`config.mk`:
```
export PLATFORM = sky130hd
export DESIGN_NAME = ipd_dispatcher
export DESIGN_NICKNAME = d
export VERILOG_FILES = /design/src/rtl/ipd_pkg.sv /design/src/rtl/ipd_pin_capture.sv /design/src/rtl/ipd_redir_table.sv /design/src/rtl/ipd_scan_fsm.sv /design/src/rtl/ipd_dispatcher.sv
export SDC_FILE = /design/constraint.sdc
export NUM_CORES = 1
export LEC_CHECK = 0
export ABC_AREA = 0
export BUFFER_PORTS_ARGS = -buffer_cell sky130_fd_sc_hd__buf_2
export CAP_MARGIN = 10
export CORE_UTILIZATION = 35
export DETAILED_ROUTE_END_ITERATION = 10
export PLACE_DENSITY_LB_ADDON = 0.08
export SKIP_LAST_GASP = 1
export SLEW_MARGIN = 15
export SYNTH_ARGS = -nofsm -noshare
export SYNTH_HDL_FRONTEND = slang
export SYNTH_SLANG_ARGS = --single-unit
```
`constraint.sdc`:
```
create_clock -name clk -period 3.8 [get_ports clk]
set_input_delay 0 -clock clk [delete_from_list [all_inputs] [get_ports clk]]
set_output_delay 0 -clock clk [all_outputs]
set_load 0.02 [all_outputs]
```
`src/rtl/ipd_pkg.sv`:
```
package ipd_pkg;

    localparam int VEC_W  = 8;
    localparam int DEST_W = 8;
    localparam int MODE_W = 3;
    localparam int ENT_W  = DEST_W + 4 + MODE_W + VEC_W;

    localparam logic [MODE_W-1:0] MODE_EXT = 3'd7;

    typedef struct packed {
        logic [DEST_W-1:0] dest;
        logic              mask;
        logic              trig;   // 1 = level
        logic              pol;
        logic              dmode;
        logic [MODE_W-1:0] mode;
        logic [VEC_W-1:0]  vec;
    } redir_t;

    localparam redir_t REDIR_RST = '{dest: '0, mask: 1'b1, trig: 1'b0,
                                     pol: 1'b0, dmode: 1'b0, mode: '0, vec: '0};

    typedef enum logic [1:0] {
        SC_IDLE,
        SC_STEP,
        SC_FETCH,
        SC_OFFER
    } scan_e;

    function automatic logic needs_fetch(redir_t e);
        return e.mode == MODE_EXT;
    endfunction

endpackage

```
`src/rtl/ipd_pin_capture.sv`:
```
module ipd_pin_capture
    import ipd_pkg::*;
#(
    parameter int NPINS   = 24,
    parameter int TMR_SRC = 0,
    parameter int TMR_DST = 2,
    localparam int PW     = $clog2(NPINS)
) (
    input  logic             clk,
    input  logic             rst,
    input  logic             evt_valid,
    input  logic [PW-1:0]    evt_pin,
    input  logic             evt_level,
    input  logic [NPINS-1:0] trig_vec,
    input  logic             clr_en,
    input  logic [PW-1:0]    clr_idx,
    output logic [NPINS-1:0] pend,
    output logic             kick
);

    logic [PW-1:0]    eff_pin;
    logic             in_rng;
    logic             acts;
    logic [NPINS-1:0] lvl_q, pend_q, lvl_n, pend_n;

    always_comb begin
        eff_pin = (evt_pin == PW'(TMR_SRC)) ? PW'(TMR_DST) : evt_pin;
        in_rng  = ({1'b0, eff_pin} < (PW+1)'(NPINS));
        acts    = evt_valid && in_rng && (evt_level != lvl_q[eff_pin]);
        lvl_n   = lvl_q;
        pend_n  = pend_q;
        // the scan's clear is applied first so that a new event wins
        if (clr_en)
            pend_n[clr_idx] = 1'b0;
        if (acts) begin
            lvl_n[eff_pin] = evt_level;
            if (evt_level)
                pend_n[eff_pin] = 1'b1;
            else if (trig_vec[eff_pin])
                pend_n[eff_pin] = 1'b0;
        end
    end

    always_ff @(posedge clk) begin
        if (rst) begin
            lvl_q  <= '0;
            pend_q <= '0;
        end else begin
            lvl_q  <= lvl_n;
            pend_q <= pend_n;
        end
    end

    assign pend = pend_q;
    assign kick = acts && evt_level;

    a_r2_timer_remap: assert property (@(posedge clk) disable iff (rst)
        (evt_valid && evt_pin == PW'(TMR_SRC) && evt_level && !lvl_q[TMR_DST])
        |=> pend_q[TMR_DST]);

    a_r2_out_of_range_ignored: assert property (@(posedge clk) disable iff (rst)
        (evt_valid && !in_rng && !clr_en) |=> $stable(pend_q));

    a_r3_level_low_clears: assert property (@(posedge clk) disable iff (rst)
        (acts && !evt_level && trig_vec[eff_pin]) |=> !pend_q[$past(eff_pin)]);

    a_r4_edge_fall_keeps: assert property (@(posedge clk) disable iff (rst)
        (acts && !evt_level && !trig_vec[eff_pin] && pend_q[eff_pin]
         && !(clr_en && clr_idx == eff_pin)) |=> pend_q[$past(eff_pin)]);

    a_r11_event_beats_clear: assert property (@(posedge clk) disable iff (rst)
        (clr_en && acts && evt_level && clr_idx == eff_pin) |=> pend_q[$past(eff_pin)]);

endmodule

```
`src/rtl/ipd_redir_table.sv`:
```
module ipd_redir_table
    import ipd_pkg::*;
#(
    parameter int NPINS = 24,
    localparam int PW   = $clog2(NPINS)
) (
    input  logic             clk,
    input  logic             rst,
    input  logic             we,
    input  logic [PW-1:0]    wr_idx,
    input  redir_t           wr_data,
    input  logic [PW-1:0]    rd_idx,
    output redir_t           rd_entry,
    output logic [NPINS-1:0] trig_vec,
    input  logic             st_set,
    input  logic             st_clr,
    input  logic [PW-1:0]    st_idx,
    output logic [NPINS-1:0] dstat,
    output logic             wr_kick
);

    redir_t           tbl_q [NPINS];
    logic [NPINS-1:0] stat_q;

    for (genvar g = 0; g < NPINS; g++) begin : g_ent
        always_ff @(posedge clk) begin
            if (rst)
                tbl_q[g] <= REDIR_RST;
            else if (we && wr_idx == PW'(g))
                tbl_q[g] <= wr_data;
        end

        always_ff @(posedge clk) begin
            if (rst)
                stat_q[g] <= 1'b0;
            else if (st_set && st_idx == PW'(g))
                stat_q[g] <= 1'b1;
            else if (st_clr && st_idx == PW'(g))
                stat_q[g] <= 1'b0;
        end

        assign trig_vec[g] = tbl_q[g].trig;
    end

    always_comb begin
        rd_entry = REDIR_RST;
        for (int i = 0; i < NPINS; i++)
            if (rd_idx == PW'(i))
                rd_entry = tbl_q[i];
    end

    assign dstat   = stat_q;
    assign wr_kick = we && ({1'b0, wr_idx} < (PW+1)'(NPINS));

    a_r8_set_clear_exclusive: assert property (@(posedge clk) disable iff (rst)
        !(st_set && st_clr));

endmodule

```
`src/rtl/ipd_scan_fsm.sv`:
```
module ipd_scan_fsm
    import ipd_pkg::*;
#(
    parameter int NPINS       = 24,
    parameter int STUCK_LIMIT = 5,
    localparam int PW         = $clog2(NPINS),
    localparam int CW         = $clog2(STUCK_LIMIT + 2)
) (
    input  logic              clk,
    input  logic              rst,
    input  logic              kick,
    input  logic [NPINS-1:0]  pend,
    input  redir_t            rd_entry,
    output logic [PW-1:0]     rd_idx,
    output logic              dlv_req,
    output redir_t            dlv_ent,
    input  logic              dlv_ok,
    input  logic              dlv_rej,
    output logic              eac_req,
    input  logic              eac_ack,
    input  logic [VEC_W-1:0]  eac_vector,
    output logic              clr_en,
    output logic              st_set,
    output logic              st_clr,
    output logic              warn
);

    localparam logic [PW-1:0] LAST = PW'(NPINS - 1);
    localparam logic [CW-1:0] CMAX = {CW{1'b1}};

    scan_e         state_q, state_n;
    logic [PW-1:0] idx_q, idx_n;
    logic          rescan_q, rescan_n;
    redir_t        cur_q, cur_n;
    logic [CW-1:0] cnt_q, cnt_n;
    logic          advance;

    always_comb begin
        state_n  = state_q;
        idx_n    = idx_q;
        rescan_n = rescan_q | kick;
        cur_n    = cur_q;
        cnt_n    = cnt_q;
        clr_en   = 1'b0;
        st_set   = 1'b0;
        st_clr   = 1'b0;
        advance  = 1'b0;

        unique case (state_q)
            SC_IDLE: begin
                rescan_n = 1'b0;
                if (kick) begin
                    state_n = SC_STEP;
                    idx_n   = '0;
                end
            end
            SC_STEP: begin
                if (pend[idx_q] && !rd_entry.mask) begin
                    cur_n   = rd_entry;
                    state_n = needs_fetch(rd_entry) ? SC_FETCH : SC_OFFER;
                end else begin
                    advance = 1'b1;
                end
            end
            SC_FETCH: begin
                if (eac_ack) begin
                    cur_n.vec = eac_vector;
                    state_n   = SC_OFFER;
                end
            end
            SC_OFFER: begin
                if (dlv_ok) begin
                    clr_en  = !cur_q.trig;
                    st_clr  = 1'b1;
                    cnt_n   = '0;
                    advance = 1'b1;
                end else if (dlv_rej) begin
                    st_set  = 1'b1;
                    if (cnt_q != CMAX)
                        cnt_n = cnt_q + 1'b1;
                    advance = 1'b1;
                end
            end
            default: state_n = SC_IDLE;
        endcase

        if (advance) begin
            if (idx_q == LAST) begin
                idx_n    = '0;
                rescan_n = 1'b0;
                state_n  = (rescan_q || kick) ? SC_STEP : SC_IDLE;
            end else begin
                idx_n   = idx_q + 1'b1;
                state_n = SC_STEP;
            end
        end
    end

    always_ff @(posedge clk) begin
        if (rst) begin
            state_q  <= SC_IDLE;
            idx_q    <= '0;
            rescan_q <= 1'b0;
            cur_q    <= REDIR_RST;
            cnt_q    <= '0;
        end else begin
            state_q  <= state_n;
            idx_q    <= idx_n;
            rescan_q <= rescan_n;
            cur_q    <= cur_n;
            cnt_q    <= cnt_n;
        end
    end

    assign rd_idx  = idx_q;
    assign dlv_req = (state_q == SC_OFFER);
    assign eac_req = (state_q == SC_FETCH);
    assign dlv_ent = cur_q;
    assign warn    = (cnt_q > CW'(STUCK_LIMIT));

    a_r10_single_outstanding: assert property (@(posedge clk) disable iff (rst)
        $onehot0({dlv_req, eac_req}));

    a_r5_offer_held: assert property (@(posedge clk) disable iff (rst)
        (dlv_req && !dlv_ok && !dlv_rej) |=> (dlv_req && $stable(dlv_ent)));

    a_r6_fetch_leads_offer: assert property (@(posedge clk) disable iff (rst)
        (eac_req && eac_ack) |=> (dlv_req && dlv_ent.vec == $past(eac_vector)));

    a_r9_accept_drops_warning: assert property (@(posedge clk) disable iff (rst)
        (dlv_req && dlv_ok) |=> !warn);

endmodule

```
`src/rtl/ipd_dispatcher.sv`:
```
module ipd_dispatcher
    import ipd_pkg::*;
#(
    parameter int NPINS       = 24,
    parameter int STUCK_LIMIT = 5,
    localparam int PW         = $clog2(NPINS)
) (
    input  logic              clk,
    input  logic              rst,
    input  logic              evt_valid,
    input  logic [PW-1:0]     evt_pin,
    input  logic              evt_level,
    input  logic              cfg_we,
    input  logic [PW-1:0]     cfg_pin,
    input  logic [ENT_W-1:0]  cfg_data,
    output logic              dlv_req,
    output logic [VEC_W-1:0]  dlv_vector,
    output logic [DEST_W-1:0] dlv_dest,
    output logic [MODE_W-1:0] dlv_mode,
    output logic              dlv_dmode,
    output logic              dlv_pol,
    output logic              dlv_trig,
    input  logic              dlv_ok,
    input  logic              dlv_rej,
    output logic              eac_req,
    input  logic              eac_ack,
    input  logic [VEC_W-1:0]  eac_vector,
    output logic [NPINS-1:0]  pend_o,
    output logic [NPINS-1:0]  dstat_o,
    output logic              warn_o
);

    logic [NPINS-1:0] trig_vec;
    logic [PW-1:0]    scan_idx;
    redir_t           scan_ent;
    redir_t           offer_ent;
    logic             pin_kick, cfg_kick;
    logic             clr_en, st_set, st_clr;

    ipd_pin_capture #(.NPINS(NPINS)) u_cap (
        .clk       (clk),
        .rst       (rst),
        .evt_valid (evt_valid),
        .evt_pin   (evt_pin),
        .evt_level (evt_level),
        .trig_vec  (trig_vec),
        .clr_en    (clr_en),
        .clr_idx   (scan_idx),
        .pend      (pend_o),
        .kick      (pin_kick)
    );

    ipd_redir_table #(.NPINS(NPINS)) u_tbl (
        .clk      (clk),
        .rst      (rst),
        .we       (cfg_we),
        .wr_idx   (cfg_pin),
        .wr_data  (redir_t'(cfg_data)),
        .rd_idx   (scan_idx),
        .rd_entry (scan_ent),
        .trig_vec (trig_vec),
        .st_set   (st_set),
        .st_clr   (st_clr),
        .st_idx   (scan_idx),
        .dstat    (dstat_o),
        .wr_kick  (cfg_kick)
    );

    ipd_scan_fsm #(.NPINS(NPINS), .STUCK_LIMIT(STUCK_LIMIT)) u_fsm (
        .clk        (clk),
        .rst        (rst),
        .kick       (pin_kick | cfg_kick),
        .pend       (pend_o),
        .rd_entry   (scan_ent),
        .rd_idx     (scan_idx),
        .dlv_req    (dlv_req),
        .dlv_ent    (offer_ent),
        .dlv_ok     (dlv_ok),
        .dlv_rej    (dlv_rej),
        .eac_req    (eac_req),
        .eac_ack    (eac_ack),
        .eac_vector (eac_vector),
        .clr_en     (clr_en),
        .st_set     (st_set),
        .st_clr     (st_clr),
        .warn       (warn_o)
    );

    assign dlv_vector = offer_ent.vec;
    assign dlv_dest   = offer_ent.dest;
    assign dlv_mode   = offer_ent.mode;
    assign dlv_dmode  = offer_ent.dmode;
    assign dlv_pol    = offer_ent.pol;
    assign dlv_trig   = offer_ent.trig;

    a_r7_accept_clears_status: assert property (@(posedge clk) disable iff (rst)
        (dlv_req && dlv_ok) |=> !dstat_o[$past(scan_idx)]);

    a_r8_reject_marks_status: assert property (@(posedge clk) disable iff (rst)
        (dlv_req && dlv_rej && !dlv_ok) |=> (dstat_o[$past(scan_idx)] && pend_o[$past(scan_idx)]));

endmodule

```
==> reports/results.ini <==
[outcome]
status=completed

[timing]
setup_slack_ns=0.0631
maxSlewViolCount=0
finalHoldViolCount=0
maxSlewHeadroom_pct=27.7
min_period_ns=3.74
tns_ns=0
grt_setup_unrepaired=yes
finClkSkew_ns=0.0204
setup_viol=0
fmax_mhz=268
finalCritPeriodShare_pct=98.3
tightest_slew_ns=1.08

[hold_path]
worstHoldStart=evt_valid
hold_depth=6
hold_end=u_fsm.rescan_q
worstHoldPathType=in -> reg

[critical_path]
crit_path_cell_trace=buf_4 -> ha_1 -> buf_4 -> or4b_2 -> o21ai_0 -> a31o_2 -> a211oi_1 -> buf_4 -> o21ai_0 -> o2111ai_1 -> a211oi_1 -> buf_4 -> or3_1 -> a21oi_1
crit_fanout=7
cp_data_required_time_ns=4.29
criticalPathCategory=reg -> reg
critPathCaptureType=register
worstReg2RegStart=u_fsm.rd_idx[1]
cpPeakStageDelay_ns=0.71
rrSetupSlack_ns=0.06
crit_top_cell=buf_4
worstPathArrival_ns=4.23
reg2regPathDepth=14
worst_r2r_endpoint=u_fsm.dlv_ent[0]
critPathLaunchType=register
cpMaxStageDelayCell=or4b_2

[routing]
wl_microns=134000
drcViolationCount=0
wl_met3_microns=10600
top_layer_used=met5
vias_per_cell=5.84
wire_per_inst_microns=30.9
wl_met1_microns=61000
drt_first_pass_iters=6
wl_met2_microns=60100
via_count=25400
drt-initial-drc-count=3087
final_antenna_net_count=0

[synthesis]
ys_dominant_reg_cell=edfxtp_1
synth_simple_gate_area_share_pct=20.6
synth-edff-count=552
synthAdderAreaFrac_pct=0.471
synth_compound_area_share_pct=14.8
synth_top_family_by_area=simple AND/OR/NAND/NOR gates
synth-seq-cells=657
yosys_warnings=0
yosys-top-cells-area=edfxtp_1, and2_1, dfxtp_1
synth.area.mux_share_pct=1.74
syn_area_sq_mm=0.0319
ys_types=90
yosysTopAreaCellShare_pct=52.0
syn_area_per_cell_sq_um=11.1
mappedNetlistNets=2944
postSynthCellCount=2883
async_reset_ff_share_pct=0
yosys.area.top_type=edfxtp_1
yosysSeqAreaShare_pct=58.6
synth_xor_area_share_pct=0

[global_routing]
gr-total-overflow=0
antenna_found_initial=12
grt_max_degree=54
grt_use_total_pct=28.7
grt_pass1_wl_microns=191000
grt_pass1_vias=24500

[placement]
gp_congestion=0.902
port_buffers=121
hpwl_microns=92700
place_ws_ns=-0.785

[floorplanning]
top_level_ports=122
dieArea_sq_mm=0.0923
die_x_microns=304
start_util_pct=35.4
die_h_microns=304
row_count=110
coreArea_sq_mm=0.0901

[clock_tree]
clkLatencyLatePin_ns=0.65
cts-root-buf=clkbuf_16
numCtsBuffers=77
clockBufferDepth=3
cts.clk_slew.worst_paths_ns=0.06
htreeDepth=3
clock_sinks=657
cts_tree=built

[pwr]
powerDensity_mw_per_mm2=541
leakage_uw=0.0137
ir_drop_v=0.000318

[final_layout]
drive_gt1_share_pct=19.0
syn_to_final_growth_pct=19.9
nets=3172
fillCellCount=8616
final_common_cell=edfxtp_1
mostFrequentLayoutCells=edfxtp_1, and2_1, buf_4

[job]
drv_cap=0

==> per-stage QoR <==
step,hold slack [ns],util (%),power [uW],cells,cell area [sq um]
CTS,0.00112,42.3,20700,4346,38100
global placement,0.317,39.3,13300,4186,35400
global route,0.0741,42.4,21300,4348,38200
floorplan,0.157,-,10400,2883,31900
detailed placement,0.333,39.3,13300,4186,35400
finish,0.0363,42.4,20700,4352,38200
==> cell usage after synthesis, types with 7 or more instances <==
library cell    n
nor4_1         13
inv_1          24
buf_2          38
and3_1         13
a21oi_1       128
mux2i_1        25
nand4b_1        7
and2_1        532
nand2b_1       25
mux4_2         12
nand3_1        44
o2111ai_1      11
o221ai_1       30
nand2_1       188
o31ai_1        16
or3_1          29
edfxtp_1      552
o21ai_1        26
o2bb2ai_1       7
nand4bb_1      12
nor3_1         60
nor2b_1        14
a221oi_1       43
a211oi_1       22
o21ai_0       158
dfxtp_1       105
a221o_1         8
buf_1          11
a31oi_1        26
ha_1           12
nor4bb_1       10
or2_2           7
a22oi_1        41
o22ai_1        54
nor2_1        168
o311a_1        11
clkbuf_1      217
o211ai_1       40
a32oi_1         8
==> registers in the layout, summed over array words and instances (netlist names) <==
signal,flops
u_fsm.dlv_ent,22
u_fsm.state_q,2
u_fsm.rescan_q,1
u_tbl.tbl_q,552
u_tbl.dstat,24
u_cap.pend,24
u_fsm.rd_idx,5
u_cap.lvl_q,24
u_fsm.cnt_q,3
==> where the power goes <==
part / total [uW] / switching [uW] / internal [uW] / leakage, uW
clock: 7370 / 3150 / 4220 / 0.00120
sequential: 8400 / 199 / 8210 / 0.00612
combinational: 4890 / 3140 / 1750 / 0.00633
total: 20700 / 6490 / 14200 / 0.0137
==> worst max-delay path by stage <==
stage                     from               end  slack, ns  depth (start not counted)
6_report       u_fsm.rd_idx[1]  u_fsm.dlv_ent[0]       0.06                         14
3_3_place_gp   u_fsm.rd_idx[0]  u_fsm.state_q[0]      -0.85                         15
3_5_place_dp   u_fsm.rd_idx[0]  u_fsm.state_q[0]      -0.78                         15
2_1_floorplan  u_fsm.rd_idx[0]  u_fsm.dlv_ent[5]       0.43                         14
4_1_cts        u_fsm.rd_idx[0]  u_fsm.state_q[0]      -0.08                         15
5_1_grt        u_fsm.rd_idx[0]  u_fsm.state_q[0]      -0.02                         15
==> metal layers <==
layer	track usage [%]	vias to the layer above
met5	0	-
met4	6.45	10
met3	4.46	146
met2	44.2	1103
met1	42.3	13000
li1	-	11100
==> kinds of logic (layout without fill, tap and decap cells) <==
family | Yosys count | in the layout
AO/OA/AOI/OAI | 706 | 706
adder cells (fa/ha/maj) | 12 | 12
buffers and inverters | 299 | 588
flip-flops | 657 | 657
multiplexers | 40 | 40
other | 0 | 4
AND/OR/NAND/NOR | 1169 | 1169
==> critical path: cells and delay by family, from the launching register on <==
family | cells | cell delay (ns)
and+or+nand+nor | 2 | 0.82
adders and majority gates | 1 | 0.21
DFF | 1 | 0.38
AOI/OAI and AO/OA | 7 | 1.48
buffers and inverters | 4 | 0.68
==> repair_timing <==
action                                  4_1_cts  5_1_grt
gates resized for setup                      10       16
endpoints found under the hold margin        53        0
pin swaps                                     0        3
endpoints found under the setup margin       10       23
hold buffers                                 20        0
buffers inserted                              0        2
==> final cells by class <==
class | count | area [sq um] | area share (%)
Antenna cell | 4 | 10.0 | 0.0262
Clock buffer | 103 | 2130 | 5.56
Clock inverter | 37 | 345 | 0.903
Inverter | 24 | 90.1 | 0.236
Multi-Input combinational cell | 1927 | 12300 | 32.2
Sequential cell | 657 | 18700 | 48.9
Tap cell | 1176 | 1470 | 3.85
Timing Repair Buffer | 424 | 3210 | 8.40
Power figures use the tool's default switching activity.
